### src/rtl/rtc_pit_pkg.sv
package rtc_pit_pkg;

   localparam int REG_W    = 8;
   localparam int RS_W     = 4;
   localparam int DV_W     = 3;
   localparam int N_RATES  = 1 << RS_W;

   // register addresses (fixed: software decodes them)
   localparam int ADDR_CTRL_A = 10;
   localparam int ADDR_CTRL_B = 11;
   localparam int ADDR_STAT_C = 12;

   // bit positions
   localparam int EN_BIT   = 6;
   localparam int IRQF_BIT = 7;
   localparam int PF_BIT   = 6;
   localparam int AF_BIT   = 5;
   localparam int UF_BIT   = 4;

   // timebase selector codes
   localparam logic [DV_W-1:0] TB_SLOW   = 3'b010;
   localparam logic [DV_W-1:0] TB_FAST_0 = 3'b000;
   localparam logic [DV_W-1:0] TB_FAST_1 = 3'b001;

   // interrupt frequency in Hz for a rate code, 0 when disabled
   function automatic longint unsigned rate_hz(input int unsigned code, input bit slow);
      if (code == 0) return 0;
      if (code == 1) return slow ? 64'd256 : 64'd32768;
      if (code == 2) return slow ? 64'd128 : 64'd16384;
      return 64'd1 << (16 - code);
   endfunction

   // period in ticks of the timebase strobe
   function automatic longint unsigned period_ticks(input int unsigned code, input bit slow,
                                                    input longint unsigned tick_hz);
      longint unsigned hz;
      hz = rate_hz(code, slow);
      if (hz == 0) return 0;
      return tick_hz / hz;
   endfunction

endpackage

### src/rtl/rtc_pit_rate_dec.sv
module rtc_pit_rate_dec
   import rtc_pit_pkg::*;
#(
   parameter int unsigned TICK_HZ = 65536,
   parameter int          CNT_W   = 16
)(
   input  logic [RS_W-1:0]  code,
   input  logic             slow,
   output logic [CNT_W-1:0] period
);

   logic [CNT_W-1:0] tab_fast [N_RATES];
   logic [CNT_W-1:0] tab_slow [N_RATES];

   for (genvar k = 0; k < N_RATES; k++) begin : g_rate
      localparam longint unsigned PF_K = period_ticks(k, 1'b0, TICK_HZ);
      localparam longint unsigned PS_K = period_ticks(k, 1'b1, TICK_HZ);
      assign tab_fast[k] = CNT_W'(PF_K);
      assign tab_slow[k] = CNT_W'(PS_K);
   end

   assign period = slow ? tab_slow[code] : tab_fast[code];

endmodule

### src/rtl/rtc_pit_countdown.sv
module rtc_pit_countdown #(
   parameter int CNT_W = 16
)(
   input  logic             clk,
   input  logic             rst_n,
   input  logic             tick,
   input  logic             en,
   input  logic             reload,
   input  logic [CNT_W-1:0] period,
   output logic             fire
);

   logic [CNT_W-1:0] cnt_q;
   logic             active;

   assign active = en && tick && (period != '0);
   assign fire   = active && !reload && (cnt_q <= CNT_W'(1));

   always_ff @(posedge clk or negedge rst_n) begin
      if (!rst_n)       cnt_q <= '0;
      else if (reload)  cnt_q <= period;
      else if (fire)    cnt_q <= period;
      else if (active)  cnt_q <= cnt_q - CNT_W'(1);
   end

   // counter never exceeds the period it was loaded from
   assert_cnt_bound_R6: assert property (@(posedge clk) disable iff (!rst_n)
      !reload |-> cnt_q <= period);

   // expiry adds a full period back
   assert_fire_reload_R6: assert property (@(posedge clk) disable iff (!rst_n)
      fire |=> cnt_q == $past(period));

   // no tick, no movement
   assert_idle_hold_R11: assert property (@(posedge clk) disable iff (!rst_n)
      (!tick && !reload) |=> $stable(cnt_q));

   // disabled counter holds
   assert_en_hold_R8: assert property (@(posedge clk) disable iff (!rst_n)
      (!en && !reload) |=> $stable(cnt_q));

endmodule

### src/rtl/rtc_pit_regs.sv
module rtc_pit_regs
   import rtc_pit_pkg::*;
#(
   parameter int ADDR_W = 4
)(
   input  logic              clk,
   input  logic              rst_n,
   input  logic              wr_en,
   input  logic              rd_en,
   input  logic [ADDR_W-1:0] addr,
   input  logic [REG_W-1:0]  wdata,
   input  logic              fire,
   output logic [REG_W-1:0]  rdata,
   output logic              irq,
   output logic [RS_W-1:0]   rate_nxt,
   output logic              slow_nxt,
   output logic              en,
   output logic              reload
);

   logic [RS_W-1:0]  rs_q;
   logic [DV_W-1:0]  dv_q;
   logic             slow_q;
   logic [REG_W-1:0] ctl_b_q;
   logic             pf_q, af_q, uf_q;
   logic             irq_q;
   logic [REG_W-1:0] rdata_q;

   logic sel_a, sel_b, sel_c;
   logic a_wr, b_wr, c_wr, c_rd;
   logic slow_sel;
   logic en_off_wr;
   logic [REG_W-1:0] stat_val, rd_mux;
   logic [DV_W-1:0]  dv_in;

   assign sel_a = (addr == ADDR_W'(ADDR_CTRL_A));
   assign sel_b = (addr == ADDR_W'(ADDR_CTRL_B));
   assign sel_c = (addr == ADDR_W'(ADDR_STAT_C));
   assign a_wr  = wr_en && sel_a;
   assign b_wr  = wr_en && sel_b;
   assign c_wr  = wr_en && sel_c;
   assign c_rd  = rd_en && sel_c;

   assign dv_in = wdata[RS_W +: DV_W];

   always_comb begin
      if (dv_in == TB_SLOW)                               slow_sel = 1'b1;
      else if (dv_in == TB_FAST_0 || dv_in == TB_FAST_1) slow_sel = 1'b0;
      else                                                slow_sel = slow_q;
   end

   assign rate_nxt  = a_wr ? wdata[RS_W-1:0] : rs_q;
   assign slow_nxt  = a_wr ? slow_sel : slow_q;
   assign en        = ctl_b_q[EN_BIT];
   assign en_off_wr = b_wr && !wdata[EN_BIT];
   assign reload    = a_wr || (b_wr && (wdata[EN_BIT] != ctl_b_q[EN_BIT]));

   always_comb begin
      stat_val           = '0;
      stat_val[IRQF_BIT] = pf_q | af_q | uf_q;
      stat_val[PF_BIT]   = pf_q;
      stat_val[AF_BIT]   = af_q;
      stat_val[UF_BIT]   = uf_q;
   end

   always_comb begin
      rd_mux = '0;
      if (sel_a)      rd_mux = {1'b0, dv_q, rs_q};
      else if (sel_b) rd_mux = ctl_b_q;
      else if (sel_c) rd_mux = stat_val;
   end

   always_ff @(posedge clk or negedge rst_n) begin
      if (!rst_n) begin
         rs_q    <= '0;
         dv_q    <= '0;
         slow_q  <= 1'b0;
         ctl_b_q <= '0;
      end else begin
         if (a_wr) begin
            rs_q   <= wdata[RS_W-1:0];
            dv_q   <= dv_in;
            slow_q <= slow_sel;
         end
         if (b_wr) ctl_b_q <= wdata;
      end
   end

   always_ff @(posedge clk or negedge rst_n) begin
      if (!rst_n) begin
         pf_q <= 1'b0;
         af_q <= 1'b0;
         uf_q <= 1'b0;
      end else begin
         if (c_wr) begin
            pf_q <= wdata[PF_BIT];
            af_q <= wdata[AF_BIT];
            uf_q <= wdata[UF_BIT];
         end else if (c_rd) begin
            pf_q <= 1'b0;
            af_q <= 1'b0;
            uf_q <= 1'b0;
         end
         if (fire) pf_q <= 1'b1;
      end
   end

   always_ff @(posedge clk or negedge rst_n) begin
      if (!rst_n)         irq_q <= 1'b0;
      else if (en_off_wr) irq_q <= 1'b0;
      else if (fire)      irq_q <= 1'b1;
      else if (c_rd)      irq_q <= 1'b0;
   end

   always_ff @(posedge clk or negedge rst_n) begin
      if (!rst_n)     rdata_q <= '0;
      else if (rd_en) rdata_q <= rd_mux;
   end

   assign rdata = rdata_q;
   assign irq   = irq_q;

   assert_one_access_R2: assert property (@(posedge clk) disable iff (!rst_n)
      !(wr_en && rd_en));

   assert_en_off_drop_R8: assert property (@(posedge clk) disable iff (!rst_n)
      en_off_wr |=> !irq_q);

   assert_fire_flags_R6: assert property (@(posedge clk) disable iff (!rst_n)
      (fire && !en_off_wr) |=> (irq_q && pf_q));

   assert_read_clear_R9: assert property (@(posedge clk) disable iff (!rst_n)
      (c_rd && !fire) |=> (!irq_q && !pf_q && !af_q && !uf_q));

   assert_low_nibble_R9: assert property (@(posedge clk) disable iff (!rst_n)
      c_rd |=> rdata_q[3:0] == 4'h0);

   assert_cwr_irq_R10: assert property (@(posedge clk) disable iff (!rst_n)
      (c_wr && !fire) |=> $stable(irq_q));

endmodule

### src/rtl/rtc_pit.sv
module rtc_pit
   import rtc_pit_pkg::*;
#(
   parameter int unsigned TICK_HZ = 65536,
   parameter int          ADDR_W  = 4
)(
   input  logic              clk,
   input  logic              rst_n,
   input  logic              tick,
   input  logic              wr_en,
   input  logic              rd_en,
   input  logic [ADDR_W-1:0] addr,
   input  logic [7:0]        wdata,
   output logic [7:0]        rdata,
   output logic              irq
);

   localparam int CNT_W = $clog2(TICK_HZ / 2 + 1);

   if (TICK_HZ < 32768) begin : g_bad_tick
      $error("rtc_pit: TICK_HZ must be at least 32768");
   end
   if (ADDR_W < 4) begin : g_bad_addr
      $error("rtc_pit: ADDR_W must be at least 4");
   end

   logic [RS_W-1:0]  rate_nxt;
   logic             slow_nxt;
   logic             en;
   logic             reload;
   logic             fire;
   logic [CNT_W-1:0] period;

   rtc_pit_regs #(.ADDR_W(ADDR_W)) regs_i (
      .clk      (clk),
      .rst_n    (rst_n),
      .wr_en    (wr_en),
      .rd_en    (rd_en),
      .addr     (addr),
      .wdata    (wdata),
      .fire     (fire),
      .rdata    (rdata),
      .irq      (irq),
      .rate_nxt (rate_nxt),
      .slow_nxt (slow_nxt),
      .en       (en),
      .reload   (reload)
   );

   rtc_pit_rate_dec #(.TICK_HZ(TICK_HZ), .CNT_W(CNT_W)) dec_i (
      .code   (rate_nxt),
      .slow   (slow_nxt),
      .period (period)
   );

   rtc_pit_countdown #(.CNT_W(CNT_W)) cd_i (
      .clk    (clk),
      .rst_n  (rst_n),
      .tick   (tick),
      .en     (en),
      .reload (reload),
      .period (period),
      .fire   (fire)
   );

   // rate code 0 decodes to no period and must never expire
   assert_rate0_silent_R3: assert property (@(posedge clk) disable iff (!rst_n)
      (rate_nxt == '0) |-> !fire);

   // expiry only with the enable bit set and a tick present
   assert_fire_gate_R8: assert property (@(posedge clk) disable iff (!rst_n)
      fire |-> (en && tick));

endmodule

### config.mk
export PLATFORM = sky130hd
export DESIGN_NAME = rtc_pit
export DESIGN_NICKNAME = d
export VERILOG_FILES = /design/src/rtl/rtc_pit_pkg.sv /design/src/rtl/rtc_pit_rate_dec.sv /design/src/rtl/rtc_pit_countdown.sv /design/src/rtl/rtc_pit_regs.sv /design/src/rtl/rtc_pit.sv
export SDC_FILE = /design/constraint.sdc
export NUM_CORES = 1
export LEC_CHECK = 0
export ABC_CLOCK_PERIOD_IN_PS = 3300
export BUFFER_PORTS_ARGS = -buffer_cell sky130_fd_sc_hd__buf_2
export CAP_MARGIN = 20
export CORE_ASPECT_RATIO = 0.75
export CORE_MARGIN = 2
export CORE_UTILIZATION = 46
export CTS_BUF_LIST = sky130_fd_sc_hd__clkbuf_8
export DETAILED_ROUTE_END_ITERATION = 12
export GPL_ROUTABILITY_DRIVEN = 0
export SYNTH_ARGS = -nofsm -noshare
export SYNTH_HDL_FRONTEND = slang
export SYNTH_HIERARCHICAL = 1
export SYNTH_SLANG_ARGS = --single-unit
### constraint.sdc
create_clock -name clk -period 3.3 [get_ports clk]
set_clock_uncertainty 0.15 [all_clocks]
set_input_delay 0.33 -clock clk [delete_from_list [all_inputs] [get_ports clk]]
set_output_delay 0.33 -clock clk [all_outputs]
set_load 0.02 [all_outputs]
==> results.md, run 1 <==
- The synthesized netlist cell count is 269.
- The met2 routing resource usage after global routing is 30.5%.
- The number of enable-type register cells in the synthesized netlist is 0.
- In the global route stage, met3 resource usage came out at 5.11%.
- Synthesis produced a netlist with a net count of 288.
- The number of antenna diodes in the final layout is 0.
- Global routing consumed, over all layers together, around 22% of the routing resources.
- The source of the worst register-to-register timing path is regs_i/rs_q[0].
- Input and output buffers added on the ports amount to 25.
- The average wire length per cell after detail routing is 17.8 um.
- The layout cell share with drive strength beyond 1 is 29.4%.
- The antenna violation net count after detailed routing is 0.
- The max-slew violation total from the final report is 0.
- The clock tree root driver cell is sky130_fd_sc_hd__clkbuf_8.
- The flow ran to the end, and the final reports show no timing, DRC or antenna violations.
- The maximum VDD drop is 295 uV.
- The slowest stage of the critical path is the sky130_fd_sc_hd__a41oi_1 cell.
- The count of TritonRoute iterations in the first routing pass is 5.
- Of the total power, the share spent switching nets is ~40%.
- The endpoint of the most critical setup path is cd_i/cnt_q[13].
- The post-synth design cell area is 0.00276 sq mm.
- The initial utilization of the core area, before any placement, comes to 47.6%.
- The share of synthesized area occupied by flip-flops and latches is around two fifths.
- The transition at the pin with the smallest max-transition slack is 578 ps.
- At the worst endpoint, the required time is between 3000 and 4000 ps.
- The clock latency on the worst-skew pair is 290 ps.
- The cell depth of the worst min-delay path is 2.
- The mean cell area of the mapped netlist is a little over 10 sq um.
- The worst setup path startpoint is addr[0].
- From left edge to right edge, the die measures 93.4 um.
- The element type at the critical path start is a primary input.
- The clock slew at the register clock pins of the worst setup and hold paths is 90 ps.
- The signal on the critical path passes through buf_2 > and4bb_1 > nand2_8 > mux2_4 > nand2b_1 > a211oi_2 > nor4_1 > a41oi_1 > nand3_1 > o311ai_0 > o311ai_0.
- Detailed placement ended at an HPWL of a little over 5 mm.
- The highest achievable clock rate is 0.309 GHz.
- The total of warnings raised by yosys is 6.
- The register share of total power is 40.7%.
- The footprint of the multi-input gates is 0.00152 sq mm.
- In this run the post-CTS setup repair buffer count came out at 0.
- The core region is 0.00580 sq mm.
- Of the available clock period, the critical path in the final layout requires 97.9%.
- The floorplan row count is 24.
- Setup slack on the worst reg-to-reg path comes out at 400 ps.
- The count of fill cells added during filler insertion is about 520.
- Across the run, the number of max-cap violations was 0.
- Among the stages of the critical path, the cell type that occurs most often is sky130_fd_sc_hd__o311ai_0.
- In this run the critical register-to-register path is captured at cd_i/cnt_q[13].
- The total wire length is 6.90 mm.
- The switching component of the power is 0.792 mW.
- In this run the number of H-tree levels came out at 2.
- Of all nets on the critical path, the largest fanout is 10.
- The I/O pin count is 26.
- The minimum clock period after layout is 3230 ps.
- The delay contributed by the slowest stage of the critical path is 460 ps.
- The die span in y is 71.1 um.
- The global-route wire length before repair is 11.6 mm.
- TritonCTS created 5 clock buffers.
- The via count of the first global-routing pass was 2284.
- The worst slew slack as a fraction of its limit is 61.4%.
- The static leakage is 1.39 nW.
- The synthesized netlist contains 68 unique library cells.
- The main flop type after synthesis is sky130_fd_sc_hd__dfrtp_1.
- In the final design database the tool counted ~330 nets.
- Setup repair after global routing could not meet its margin everywhere.
- The share of total power dissipated in combinational logic is 42.6%.
- The number of antenna violations at the first check in global routing is 0.
- For this run, global-route usage on met1 was measured as a little over a third.
- The internal power of the cells totals 1.17 mW.
- The type of destination of the critical path is a flop.
- The die outline area is 0.00664 sq mm.
- The post-layout utilization of the core is 54.4%.
- The clock network burns 16.7% of the power.
- The number of storage elements in the synthesis netlist is 44.
- The number of clock sinks seen by CTS is 44.
- The highest-utilization routing layer at the global route stage is met1.
- The worst-case clock buffer depth is 2.
- After the first detailed-routing iteration, the DRC count stood at about 220.
- The depth of the most critical reg-to-reg path is 8.
- After detailed routing, the number of remaining DRC violations is 0.
- The register area is between 0.001 and 0.0015 sq mm.
- The type of the setup path with the least slack is in2reg.
- The setup violation total in the final timing report is 0.
- The total grt overflow is 0.
- TritonCTS built the clock tree.
- The async set-or-reset flop fraction in the synthesized netlist is 100%.
- The worst min-delay path class is in2reg.
- Power spread over the standard cell area amounts to 624 mW/mm^2.
- The number of endpoints with negative hold slack in the final report is 0.
- Summed over all failing endpoints, the final setup total negative slack is 0 ps.
- The tightest hold path in the finished design has a slack of 118 ps.
- Entering global routing, the biggest net connects 45 pins.
- Data on the critical path arrives at its endpoint at 3210 ps.
- The synthesis-to-layout area growth is 14.2%.
- The average via count per standard cell is 6.06.
- The routed layout has ~2300 vias.
[cells by family after synthesis]
| kind of cell | synth area share [%] |
|---|---|
| AOI/OAI and AO/OA | 19.5 |
| xor gates and xnor gates | 0.318 |
| adders and majority gates | 0.907 |
| buffers and inverters | 5.13 |
| DFF | 39.9 |
| muxes | 8.71 |
| other | 0.136 |
| and+or+nand+nor | 25.4 |
[stage by stage]
stage          setup slack (ps)  instances  power, mW  instance area, sq um
6_report                   69.0        387       1.97                  3150
5_1_grt                   -32.2        387       2.10                  3150
4_1_cts                     154        385       1.95                  3120
3_5_place_dp               -137        378       1.62                  3040
3_3_place_gp              -83.2        378       1.62                  3040
2_1_floorplan               220        269       1.41                  2760
[layout by cell type (no fill, tap or decap), types with 3 or more instances in the layout]
cell,instances
sky130_fd_sc_hd__a211o_1,3
sky130_fd_sc_hd__a21oi_1,10
sky130_fd_sc_hd__a22o_1,4
sky130_fd_sc_hd__a22oi_1,8
sky130_fd_sc_hd__a31oi_1,3
sky130_fd_sc_hd__buf_2,25
sky130_fd_sc_hd__buf_4,22
sky130_fd_sc_hd__clkbuf_8,5
sky130_fd_sc_hd__dfrtp_1,44
sky130_fd_sc_hd__inv_1,9
sky130_fd_sc_hd__mux2_4,16
sky130_fd_sc_hd__nand2_1,8
sky130_fd_sc_hd__nand2b_1,4
sky130_fd_sc_hd__nand2b_4,3
sky130_fd_sc_hd__nand3_1,5
sky130_fd_sc_hd__nand3b_1,3
sky130_fd_sc_hd__nor2_1,33
sky130_fd_sc_hd__nor3_1,11
sky130_fd_sc_hd__nor3_2,3
sky130_fd_sc_hd__nor4_1,11
sky130_fd_sc_hd__o21ai_0,8
sky130_fd_sc_hd__o32ai_1,3
sky130_fd_sc_hd__o41ai_1,4
sky130_fd_sc_hd__or2b_1,3
sky130_fd_sc_hd__or3_1,3
sky130_fd_sc_hd__or4_1,6
[timing repair]
action | 4_1_cts | 5_1_grt
endpoints found under the hold margin | 0 | 19
gates resized for setup | 0 | 1
hold buffers | 0 | 1
endpoints found under the setup margin | 0 | 2
[critical path: cells and delay by family]
| kind | cells | cell delay, ps |
|---|---|---|
| mux | 1 | 370 |
| buf+inv | 1 | 100 |
| simple gates | 5 | 1040 |
| compound gates | 4 | 1360 |
[worst min path at each step]
stage	startpoint	endpoint	slack, ps
6_report	wdata[7]	regs_i/ctl_b_q[7]	120
2_1_floorplan	rst_n	cd_i/cnt_q[0]	-120
3_3_place_gp	regs_i/ctl_b_q[5]	regs_i/ctl_b_q[5]	340
4_1_cts	rst_n	regs_i/dv_q[0]	70
5_1_grt	wdata[7]	regs_i/ctl_b_q[7]	120
3_5_place_dp	regs_i/ctl_b_q[1]	regs_i/ctl_b_q[1]	340
[registers in the layout (all words and copies together), names as in the netlist, 3 cells and up]
signal,count
cd_i/cnt_q,16
regs_i/ctl_b_q,8
regs_i/rdata,8
regs_i/rs_q,4
regs_i/dv_q,3
[synthesized netlist by cell type (5+ instances only)]
cell type,instances,share of area (%)
sky130_fd_sc_hd__a21oi_1,10,1.8
sky130_fd_sc_hd__a22oi_1,8,2.2
sky130_fd_sc_hd__buf_6,5,2.0
sky130_fd_sc_hd__clkbuf_1,6,0.82
sky130_fd_sc_hd__dfrtp_1,44,40
sky130_fd_sc_hd__inv_1,9,1.2
sky130_fd_sc_hd__mux2_4,16,8.7
sky130_fd_sc_hd__nand2_1,8,1.1
sky130_fd_sc_hd__nand3_1,5,0.91
sky130_fd_sc_hd__nor2_1,33,4.5
sky130_fd_sc_hd__nor3_1,11,2.0
sky130_fd_sc_hd__nor4_1,11,2.5
sky130_fd_sc_hd__o21ai_0,9,1.6
sky130_fd_sc_hd__or4_1,6,1.6
[power by group through the flow]
stage	clock network (mW)	logic [mW]	registers [mW]
floorplan	0	0.634	0.781
global placement	0	0.815	0.802
detailed placement	0	0.816	0.803
CTS	0.338	0.819	0.796
global route	0.357	0.917	0.821
finish	0.328	0.838	0.800
[final cells by class]
type                       instances  area share, %
clock buffer                       5           2.18
timing repair buffer              49           10.2
tap                               78           3.10
clock inverter                     2          0.397
sequential                        44           34.9
multi-input combinational        200           48.1
inverter                           9           1.07
[per-layer routing]
| layer | vias to the layer above | share of wire (%) |
|---|---|---|
| li1 | 1106 | - |
| met1 | 1132 | 51 |
| met2 | 95 | 41 |
| met3 | 13 | 6.8 |
| met4 | 0 | 1.2 |
| met5 | - | 0 |
Power figures use the tool's default switching activity.
==> run 2, diff against run 1 <==
ABC_CLOCK_PERIOD_IN_PS = 3700   (was 3300)
clock period = 3.7 ns   (was 3.3 ns; I/O delays follow)
==> run 2 against run 1 <==
Global-route usage shrank 0.60 points. Cell count decreased by 4.1%. First-iteration DRC count is 10% lower. Power decreased by 5.3%. Die area did not move. Sequential power fell by 11%. Critical path type unchanged. Largest power group is now registers.
==> results.md, run 2 (same netlist as run 1, synthesis figures left out) <==
- The setup violation total in the final timing report is 0 (unchanged).
- The final-layout setup total negative slack is 0 ps (unchanged).
- The count of cells resized by post-cts repair came to 0 (unchanged).
- The worst slew slack as a fraction of its limit was 60.7% (-0.68 points).
- The final routed DRC violation total came to 0 (unchanged).
- The placeable core region came to 0.00580 sq mm (unchanged).
- The count of fill cells added during filler insertion came to 508 (-1.7%).
- The die span in x is 93.4 um (unchanged).
- The average via count per standard cell is 6.24 (+3.0%).
- The final worst setup slack came to 422 ps (+353 ps).
- The maximum VDD drop is 290 uV (-2.0%).
- The worst endpoint required time is 3710 ps (+430 ps).
- Walking the worst path, the cells encountered are buf_2 > and4bb_1 > nand2_8 > mux2_4 > nand3b_1 > a211oi_2 > nor4_1 > a41oi_1 > nand3_1 > o311ai_0 > o311ai_0.
- STA classifies the critical path endpoint as a flop.
- The most common library cell in the layout ignoring fill and taps is sky130_fd_sc_hd__dfrtp_1.
- The count of vias placed by the detailed router is 2316 (-1.3%).
- The total inserted antenna cells is 0 (unchanged).
- The number of endpoints with negative hold slack in the final report is 0 (unchanged).
- The number of design-rule violations left by the first detailed-router iteration is 200 (-10%).
- The synthesis-to-layout area growth is 11.8%.
- The deepest level of the CTS H-tree is 2 (unchanged).
- The aggregate global-route resource usage came to 21.6% (-0.60 points).
- The transition at the pin with the smallest max-transition slack is 588 ps (+10.2 ps).
- The I/O pin count is 26 (unchanged).
- The number of antenna violations at the first check in global routing was 0 (unchanged).
- The power density relative to cell area came to 604 mW/mm^2 (-3.2%).
- The routed metal-1 wire length was 3.44 mm (-3.2%).
- The number of flip-flops under the largest register name is 16 (unchanged).
- In this run the worst hold path is classified as in2reg.
- The power after layout came to 1.86 mW (-5.3%).
- The tree is rooted in a sky130_fd_sc_hd__clkbuf_8.
- The total clock buffers created by CTS is 5 (unchanged).
- The die outline area was 0.00664 sq mm (unchanged).
- The clock slew at the register clock pins of the worst setup and hold paths is 90 ps (about the same).
- The origin of the worst min-delay path is wdata[7].
- The number of max-capacitance violations reported was 0 (unchanged).
- The half-perimeter wire length after placement is 4.80 mm (-4.5%).
- The layout cell share with drive strength beyond 1 is 25.3% (-4.2 points).
- The global-route wire length before repair is 11.2 mm (-3.5%).
- The quantity of hold-fixing buffers added after cts is 0 (unchanged).
- cd_i/cnt_q holds more flip-flops than any other register.
- The master of the slowest instance on the critical path is sky130_fd_sc_hd__a41oi_1.
- The via count of the first global-routing pass is 2213 (-3.1%).
- The highest layer touched by signal routing is met4.
- The CTS tree is done.
- The routed length on met3 is 441 um (-5.4%).
- The count of TritonRoute iterations in the first routing pass is 5 (unchanged).
- The portion of the clock cycle consumed by the worst path in the final layout is between 80% and 90%.
- The worst setup path is launched from a primary input.
- The highest achievable clock rate is between 0.3 and 0.4 GHz.
- The effective utilization at floorplan is 47.6% (unchanged).
- The detailed-routed wire length on met2 was 2.64 mm (-5.8%).
- The die span in y is 71.1 um (unchanged).
- The worst-case clock buffer depth is 2 (unchanged).
- The run finished with clean final reports.
- Broken down by cell family, the worst path's largest delay share belongs to compound AO/OA/AOI/OAI gates.
- The arrival time of the worst setup path is 3290 ps (+80 ps).
- The critical path is of the in2reg type.
- The minimum clock period after layout is about 3300 ps.
- The number of nets in the finished design came to 312 (-4.9%).
- The static leakage is 1.34 nW (-3.7%).
- The average wire length per cell after detail routing is 17.8 um (about the same).
- The antenna violation net count after detailed routing was 0 (unchanged).
- Setup repair after global routing left no endpoint under its margin.
- The total grt overflow was 0 (unchanged).
- The floorplan row count is 24 (unchanged).
- The max-slew violation total from the final report is 0 (unchanged).
- The critical path starts at addr[0].
- The number of clock sinks seen by CTS is 44 (unchanged).
- The number of buffers inserted by port buffering came to 25 (unchanged).
- The post-CTS setup buffer count is 0 (unchanged).
- The clock latency on the worst-skew pair was 300 ps (about the same).
- The delay contributed by the slowest stage of the critical path came to 480 ps (+20 ps).
- The most numerous cell type found on the critical path is sky130_fd_sc_hd__o311ai_0.
- The largest net degree at the start of global routing is 45 (unchanged).
- The total wire length was 6.61 mm (-4.2%).
- The maximum fanout count along the critical path was 11 (+1).
- The critical path buffer and inverter count is 1 (unchanged).
- Leaving out fill and tap cells, the most frequent cells in the layout are sky130_fd_sc_hd__dfrtp_1, sky130_fd_sc_hd__nor2_1, sky130_fd_sc_hd__buf_2.
- The source of the worst register-to-register timing path is regs_i/slow_q.
- The worst-case setup slack after placement was 196 ps (+333 ps).
[run 2: power breakdown]
group          internal, mW  total (mW)  switching (mW)
sequential            0.598       0.716           0.118
clock                 0.266       0.438           0.172
combinational         0.300       0.709           0.409
[run 2: per-stage QoR]
| step | cells | util (%) | hold slack [ps] | cell area, sq um |
|---|---|---|---|---|
| floorplan | 269 | - | -75.6 | 2760 |
| global placement | 362 | 50.3 | 342 | 2920 |
| detailed placement | 362 | 50.3 | 343 | 2920 |
| CTS | 369 | 52.6 | 115 | 3050 |
| global route | 371 | 53.2 | 136 | 3080 |
| finish | 371 | 53.2 | 140 | 3080 |
[run 2: worst register-to-register path, stage by stage (launching register included)]
cell,delay (ps)
sky130_fd_sc_hd__dfrtp_1,330
sky130_fd_sc_hd__a31oi_1,40
sky130_fd_sc_hd__a31oi_1,400
sky130_fd_sc_hd__nand3b_1,150
sky130_fd_sc_hd__a211oi_2,330
sky130_fd_sc_hd__nor4_1,120
sky130_fd_sc_hd__a41oi_1,480
sky130_fd_sc_hd__nand3_1,220
sky130_fd_sc_hd__o311ai_0,320
sky130_fd_sc_hd__o311ai_0,200
[run 2: per-layer routing]
| metal | vias to the layer above | GRT usage (%) |
|---|---|---|
| li1 | 1080 | - |
| met4 | 0 | 6.54 |
| met3 | 11 | 3.94 |
| met2 | 89 | 30.6 |
| met1 | 1136 | 33.5 |
| met5 | - | 0 |
[run 2: final cells by class]
| class | count | area (sq um) | share of cell area (%) |
|---|---|---|---|
| clock buffers | 5 | 68.8 | 2.23 |
| multi-input cells | 200 | 1520 | 49.1 |
| repair buffers | 33 | 208 | 6.73 |
| clock inverters | 2 | 60.1 | 1.95 |
| inverters | 9 | 33.8 | 1.10 |
| flip-flops and latches | 44 | 1100 | 35.7 |
| well taps | 78 | 97.6 | 3.16 |
[run 2: worst paths after layout]
path	endpoint	slack, ps	depth (start not counted)
hold reg to reg	regs_i/rdata[7]	360	1
hold / removal	regs_i/ctl_b_q[7]	140	2
setup / recovery	cd_i/cnt_q[13]	420	11
max in group asynchronous	cd_i/cnt_q[14]	2470	3
min in group asynchronous	regs_i/rdata[4]	430	2
setup reg to reg	cd_i/cnt_q[13]	820	9
